[config.mk]
export PLATFORM = sky130hd
export DESIGN_NAME = cfg_shift_slave
export DESIGN_NICKNAME = d
export VERILOG_FILES = /design/src/rtl/cfg_shift_pkg.sv /design/src/rtl/cfg_sync.sv /design/src/rtl/cfg_edge_det.sv /design/src/rtl/cfg_bit_seq.sv /design/src/rtl/cfg_reg_file.sv /design/src/rtl/cfg_shift_slave.sv
export SDC_FILE = /design/constraint.sdc
export NUM_CORES = 1
export LEC_CHECK = 0
export BUFFER_PORTS_ARGS = -buffer_cell sky130_fd_sc_hd__buf_2
export CORE_AREA = 10 10 168 326
export CTS_BUF_LIST = sky130_fd_sc_hd__clkbuf_4 sky130_fd_sc_hd__clkbuf_8
export CTS_CLUSTER_DIAMETER = 200
export DETAILED_ROUTE_END_ITERATION = 8
export DIE_AREA = 0 0 178 336
export HOLD_SLACK_MARGIN = 0.1
export PLACE_DENSITY_LB_ADDON = 0.25
export SYNTH_ARGS = -nofsm -noshare
export SYNTH_HDL_FRONTEND = slang
export SYNTH_SLANG_ARGS = --single-unit
[constraint.sdc]
create_clock -name clk_i -period 2.7 [get_ports clk_i]
set_input_delay 0 -clock clk_i [delete_from_list [all_inputs] [get_ports clk_i]]
set_output_delay 0 -clock clk_i [all_outputs]
set_load 0.005 [all_outputs]
[src/rtl/cfg_shift_pkg.sv]
`timescale 1ns/1ps
package cfg_shift_pkg;
  typedef enum logic [0:0] {
    SEQ_LOAD = 1'b0,
    SEQ_DONE = 1'b1
  } seq_state_e;

  // bit position of the first clocked bit of register 0
  function automatic int unsigned first_bit_pos(int unsigned reg_w, int unsigned skip);
    return reg_w - 1 - skip;
  endfunction
endpackage

[src/rtl/cfg_sync.sv]
`timescale 1ns/1ps
module cfg_sync #(
  parameter int unsigned W      = 3,
  parameter int unsigned STAGES = 2,
  parameter logic [W-1:0] RST_VAL = '0
) (
  input  logic         clk_i,
  input  logic         rst_ni,
  input  logic [W-1:0] d_i,
  output logic [W-1:0] q_o
);
  logic [W-1:0] stg_q [STAGES];

  genvar s;
  generate
    for (s = 0; s < STAGES; s++) begin : g_stage
      always_ff @(posedge clk_i or negedge rst_ni) begin
        if (!rst_ni) begin
          stg_q[s] <= RST_VAL;
        end else if (s == 0) begin
          stg_q[s] <= d_i;
        end else begin
          stg_q[s] <= stg_q[(s == 0) ? 0 : s-1];
        end
      end
    end
  endgenerate

  assign q_o = stg_q[STAGES-1];
endmodule

[src/rtl/cfg_edge_det.sv]
`timescale 1ns/1ps
module cfg_edge_det (
  input  logic clk_i,
  input  logic rst_ni,
  input  logic lvl_i,
  output logic rise_o
);
  logic lvl_q;

  always_ff @(posedge clk_i or negedge rst_ni) begin
    if (!rst_ni) lvl_q <= 1'b0;
    else         lvl_q <= lvl_i;
  end

  assign rise_o = lvl_i & ~lvl_q;

  AST_RISE_SINGLE: assert property (@(posedge clk_i) disable iff (!rst_ni)
    rise_o |=> !rise_o);
endmodule

[src/rtl/cfg_bit_seq.sv]
`timescale 1ns/1ps
module cfg_bit_seq
  import cfg_shift_pkg::*;
#(
  parameter int unsigned NUM_REGS = 54,
  parameter int unsigned REG_W    = 8,
  parameter int unsigned SKIP     = 1,
  localparam int unsigned IDX_W   = (NUM_REGS > 1) ? $clog2(NUM_REGS) : 1,
  localparam int unsigned BIT_W   = (REG_W > 1) ? $clog2(REG_W) : 1
) (
  input  logic             clk_i,
  input  logic             rst_ni,
  input  logic             shift_i,
  output logic             wr_en_o,
  output logic [IDX_W-1:0] reg_sel_o,
  output logic [BIT_W-1:0] bit_sel_o,
  output logic             done_o
);
  localparam logic [IDX_W-1:0] LAST_REG  = IDX_W'(NUM_REGS - 1);
  localparam logic [BIT_W-1:0] TOP_BIT   = BIT_W'(REG_W - 1);
  localparam logic [BIT_W-1:0] FIRST_BIT = BIT_W'(first_bit_pos(REG_W, SKIP));

  seq_state_e       state_q;
  logic [IDX_W-1:0] reg_ptr_q;
  logic [BIT_W-1:0] bit_ptr_q;
  logic             last_bit;

  assign wr_en_o   = shift_i && (state_q == SEQ_LOAD);
  assign reg_sel_o = reg_ptr_q;
  assign bit_sel_o = bit_ptr_q;
  assign done_o    = (state_q == SEQ_DONE);
  assign last_bit  = (bit_ptr_q == '0);

  always_ff @(posedge clk_i or negedge rst_ni) begin
    if (!rst_ni) begin
      state_q   <= SEQ_LOAD;
      reg_ptr_q <= '0;
      bit_ptr_q <= FIRST_BIT;
    end else if (wr_en_o) begin
      if (last_bit) begin
        if (reg_ptr_q == LAST_REG) begin
          state_q <= SEQ_DONE;
        end else begin
          reg_ptr_q <= reg_ptr_q + 1'b1;
          bit_ptr_q <= TOP_BIT;
        end
      end else begin
        bit_ptr_q <= bit_ptr_q - 1'b1;
      end
    end
  end

  AST_PTR_RANGE: assert property (@(posedge clk_i) disable iff (!rst_ni)
    reg_ptr_q <= LAST_REG);
  AST_FIRST_REG_SKIP: assert property (@(posedge clk_i) disable iff (!rst_ni)
    (reg_ptr_q == '0) |-> (bit_ptr_q <= FIRST_BIT));
  AST_DONE_ON_LAST: assert property (@(posedge clk_i) disable iff (!rst_ni)
    $rose(done_o) |-> $past(wr_en_o && reg_ptr_q == LAST_REG && bit_ptr_q == '0));
  AST_DONE_STICKY: assert property (@(posedge clk_i) disable iff (!rst_ni)
    done_o |=> done_o);
endmodule

[src/rtl/cfg_reg_file.sv]
`timescale 1ns/1ps
module cfg_reg_file #(
  parameter int unsigned NUM_REGS = 54,
  parameter int unsigned REG_W    = 8,
  parameter int unsigned SKIP     = 1,
  localparam int unsigned IDX_W   = (NUM_REGS > 1) ? $clog2(NUM_REGS) : 1,
  localparam int unsigned BIT_W   = (REG_W > 1) ? $clog2(REG_W) : 1,
  localparam int unsigned TOT_W   = NUM_REGS * REG_W
) (
  input  logic             clk_i,
  input  logic             rst_ni,
  input  logic             wr_en_i,
  input  logic [IDX_W-1:0] reg_sel_i,
  input  logic [BIT_W-1:0] bit_sel_i,
  input  logic             data_i,
  output logic [TOT_W-1:0] cfg_o
);
  genvar k;
  generate
    for (k = 0; k < NUM_REGS; k++) begin : g_reg
      logic [REG_W-1:0] q;
      always_ff @(posedge clk_i or negedge rst_ni) begin
        if (!rst_ni) begin
          q <= '0;
        end else if (wr_en_i && (reg_sel_i == IDX_W'(k))) begin
          q[bit_sel_i] <= data_i;
        end
      end
      assign cfg_o[k*REG_W +: REG_W] = q;
    end
  endgenerate

  AST_ONE_BIT_PER_SHIFT: assert property (@(posedge clk_i) disable iff (!rst_ni)
    wr_en_i |=> ($countones(cfg_o ^ $past(cfg_o)) <= 1));
  AST_IDLE_STABLE: assert property (@(posedge clk_i) disable iff (!rst_ni)
    !wr_en_i |=> $stable(cfg_o));

  generate
    if (SKIP > 0) begin : g_skip_chk
      AST_R0_MSB_ZERO: assert property (@(posedge clk_i) disable iff (!rst_ni)
        !cfg_o[REG_W-1]);
    end
  endgenerate
endmodule

[src/rtl/cfg_shift_slave.sv]
`timescale 1ns/1ps
module cfg_shift_slave #(
  parameter int unsigned NUM_REGS    = 54,
  parameter int unsigned REG_W       = 8,
  parameter int unsigned SKIP        = 1,
  parameter int unsigned SYNC_STAGES = 2,
  localparam int unsigned IDX_W      = (NUM_REGS > 1) ? $clog2(NUM_REGS) : 1,
  localparam int unsigned BIT_W      = (REG_W > 1) ? $clog2(REG_W) : 1,
  localparam int unsigned TOT_W      = NUM_REGS * REG_W
) (
  input  logic             clk_i,
  input  logic             rst_ni,
  input  logic             cfg_mode_ni,
  input  logic             scl_i,
  input  logic             sda_i,
  output logic             ready_o,
  output logic [TOT_W-1:0] cfg_o
);
  logic [2:0]       pin_s;
  logic             scl_s, sda_s, mode_act;
  logic             scl_rise, shift;
  logic             wr_en;
  logic [IDX_W-1:0] reg_sel;
  logic [BIT_W-1:0] bit_sel;

  // mode strap resets to inactive (high)
  cfg_sync #(.W(3), .STAGES(SYNC_STAGES), .RST_VAL(3'b100)) u_sync (
    .clk_i (clk_i),
    .rst_ni(rst_ni),
    .d_i   ({cfg_mode_ni, sda_i, scl_i}),
    .q_o   (pin_s)
  );

  assign scl_s    = pin_s[0];
  assign sda_s    = pin_s[1];
  assign mode_act = ~pin_s[2];

  cfg_edge_det u_edge (
    .clk_i (clk_i),
    .rst_ni(rst_ni),
    .lvl_i (scl_s),
    .rise_o(scl_rise)
  );

  assign shift = scl_rise & mode_act;

  cfg_bit_seq #(.NUM_REGS(NUM_REGS), .REG_W(REG_W), .SKIP(SKIP)) u_seq (
    .clk_i    (clk_i),
    .rst_ni   (rst_ni),
    .shift_i  (shift),
    .wr_en_o  (wr_en),
    .reg_sel_o(reg_sel),
    .bit_sel_o(bit_sel),
    .done_o   (ready_o)
  );

  cfg_reg_file #(.NUM_REGS(NUM_REGS), .REG_W(REG_W), .SKIP(SKIP)) u_regs (
    .clk_i    (clk_i),
    .rst_ni   (rst_ni),
    .wr_en_i  (wr_en),
    .reg_sel_i(reg_sel),
    .bit_sel_i(bit_sel),
    .data_i   (sda_s),
    .cfg_o    (cfg_o)
  );

  AST_MODE_IGNORE: assert property (@(posedge clk_i) disable iff (!rst_ni)
    !mode_act |=> ($stable(cfg_o) && $stable(ready_o)));
  AST_READY_FREEZE: assert property (@(posedge clk_i) disable iff (!rst_ni)
    ready_o |=> $stable(cfg_o));
  AST_READY_HOLD: assert property (@(posedge clk_i) disable iff (!rst_ni)
    ready_o |=> ready_o);
endmodule

==> metrics.txt <==
status=finished, final reports clean; FF-to-FF Start=u_seq.reg_sel_o[0]; Syn Area/Cell=approximately 12 sq um; vias in the first global route=15084; Top FF cell, synth=dfrtp_1; antenna violations before repair=1; Placed Instances=between 2000 and 3000; CTS tree=done; maximum clock rate=~400 MHz; DRT iter0 DRCs=a little over 800; Arr. time, crit path=2.94 ns; most frequent cells in the layout=dfrtp_1, buf_2, mux2_2; met1 track utilization from global routing=23.4%; met3 usage=about 5.2%; fraction of registers with async set/reset=100%; worst r2r path cells=6; Yosys Warn Count=0; Slew HR=27.4%; minimum clock period=2.44 ns; FF-to-FF setup slack=0.26 ns; Die Width=between 150 and 200 microns; first-pass GRT wire length=98.3 mm; multiplexer share of the synthesized area=25.0%; Port Buf Inserts=437; Routed WL=about 66 mm; Sink Count=around 450; busiest grt layer=met2; Clk pin slew, worst setup/hold paths=0.07 ns; CORE AREA=between 40000 and 50000 sq um; CP startpoint kind=register; worst path required time=3.20 ns; final hold vios=0; total grt overflow=0; crit path kind=register to register; Post-Syn Nets=1666; setup TNS=0 ns; Crit. End Element=register; CTS Buffer Depth=3; Max-cap violations=0; area delta synth->final=24.3%; routability cong.=0.831; Post-Synth Adder-Cell Area=0.385%; Pre-Repair DR Iteration Count=5; largest net degree at the start of global routing=93; root buffer cell=clkbuf_8; Wirelength per Cell=23.7 microns; gr usage total=21.7%; total vias in the final route=14317; Initial Util=approximately two fifths; Antenna Violating Nets Remaining=0; Die Span Y=336 microns; Reg-to-Reg End=u_regs.g_reg[34].q[6]; actual slew at the worst max-slew pin=1.09 ns; fin util=49.1%; Synth Area in Compound Gates=0.276%; share of cells above drive strength 1=between 40 and 50%; share of the yosys chip area belonging to registers=57.6%; Yosys top cell area share=57.1%; most common cell after layout, fill and taps aside=dfrtp_1; Post-synth EDFFs=0; Worst Setup EP=u_regs.g_reg[34].q[6]; nets@finish=between 2000 and 2500; Synth Register Bits=about 450; leading area contributor after synthesis=dfrtp_1; I/O pins=438; Post-Syn Area=19500 sq um; largest family of logic cells by synthesized area=multiplexers; routed vias/inst=5.11; Synth cell types=41; Cell Count, Final, Fillers Out=2802; Worst Skew=0.0190 ns; detailed placer's ending HPWL=48.6 mm; post_cts resized=0; CP max FO=5; Final Setup Violations=0; Tightest Hold Check Type=register to register; unrepaired setup endpoints after global routing=false; Max VDD drop=0.000400 V; worst setup path startpoint=u_seq.reg_sel_o[0]; GR Util met2=39.6%; Synth Instances=1655; DIE AREA=59800 sq um; worst skew pair latency=0.62 ns; simple-gate share of the synthesized area=between 10% and 20%; DRC=0; Core Rows=115; H-tree levels=3; final slew viol count=0; Leak=0.0129 uW; top cells by area, synth=dfrtp_1, mux2_2, nand2_1, nor2_1, clkbuf_1; XOR/XNOR share of the synthesized area=0.225%; number of buffers created by CTS=69; Power per Cell Area=roughly 630 nW/um^2; Tcrit/Tclk final=90.4%
[metal layers]
metal / wire [microns] / up-vias
met4: 2280 / 0
met2: 35400 / 492
met3: 4460 / 102
li1: - / 6413
met1: 24300 / 7310
met5: 0 / -
[flip-flops by register name (all words and copies together), names as in the netlist]
signal / flops
u_regs.g.q: 432
u_seq.reg_sel_o: 6
u_seq.bit_sel_o: 3
u_sync.q_o: 3
u_sync.stg_q: 3
u_edge.lvl_q: 1
u_seq.done_o: 1
[cell usage after synthesis, drive strengths merged (4+ instances only)]
master	number
dfstp	4
mux2	433
and3b	7
nor3	21
inv	7
or4b	5
ha	6
nand2	318
nand3b	10
o21ai	4
nand2b	6
nor2	218
and3	5
nand3	11
or2	4
dfrtp	445
or3	4
xor2	4
buf	29
clkbuf	91
[critical path, cell delays in order (launching register included)]
cell     delay, ns
dfrtp_1       0.44
inv_1         0.13
ha_1          0.24
or4bb_1       0.67
nor2_1        0.40
nand2_1       0.12
mux2_1        0.32
[stage by stage]
step                      total power (uW)  area [sq um]  setup WS, ns  hold WS (ns)
after global routing                 16000         24200         0.141         0.358
final                                15400         24200         0.259         0.352
after CTS                            15600         24200         0.280         0.354
after floorplan                       8240         19500         0.386        -0.296
after detailed placement              9480         22700         0.317        0.0808
after global placement                9450         22700         0.346        0.0794
[final cells by class]
class / instances / area [sq um]
Clock inverter: 9 / 110
Antenna cell: 1 / 2.50
Inverter: 7 / 26.3
Clock buffer: 104 / 1330
Timing Repair Buffer: 510 / 2990
Sequential cell: 449 / 11200
Multi-Input combinational cell: 1079 / 7730
Fill cell: 4489 / 25100
Tap cell: 643 / 805
[report_power, final]
| part | switching (uW) | internal [uW] |
|---|---|---|
| combinational | 1450 | 692 |
| sequential | 245 | 6950 |
| clock | 2700 | 3320 |
| total | 4390 | 11000 |
[repair_timing]
action,in CTS,in global routing
hold buffers,8,0
setup buffers,0,0
hold endpoints to repair,448,0
[worst min-delay path by stage]
stage,slack [ns],depth (start not counted),to,start
2_1_floorplan,-0.30,0,u_edge.lvl_q,rst_ni
3_3_place_gp,0.08,1,u_regs.g_reg[15].q[7],rst_ni
3_5_place_dp,0.08,1,u_regs.g_reg[12].q[5],rst_ni
4_1_cts,0.35,0,u_sync.q_o[0],u_sync.stg_q[3]
5_1_grt,0.36,0,u_sync.q_o[0],u_sync.stg_q[3]
6_report,0.35,0,u_sync.q_o[0],u_sync.stg_q[3]
[logic make-up (layout without fill, tap and decap cells)]
kind of cell	after synthesis	count (layout)
and+or+nand+nor	627	627
other	0	1
buffers and inverters	127	630
adders and majority gates	6	6
DFF	449	449
muxes	433	433
xor gates and xnor gates	5	5
AOI/OAI and AO/OA	8	8
No activity file was read; power rests on OpenSTA's default activity.
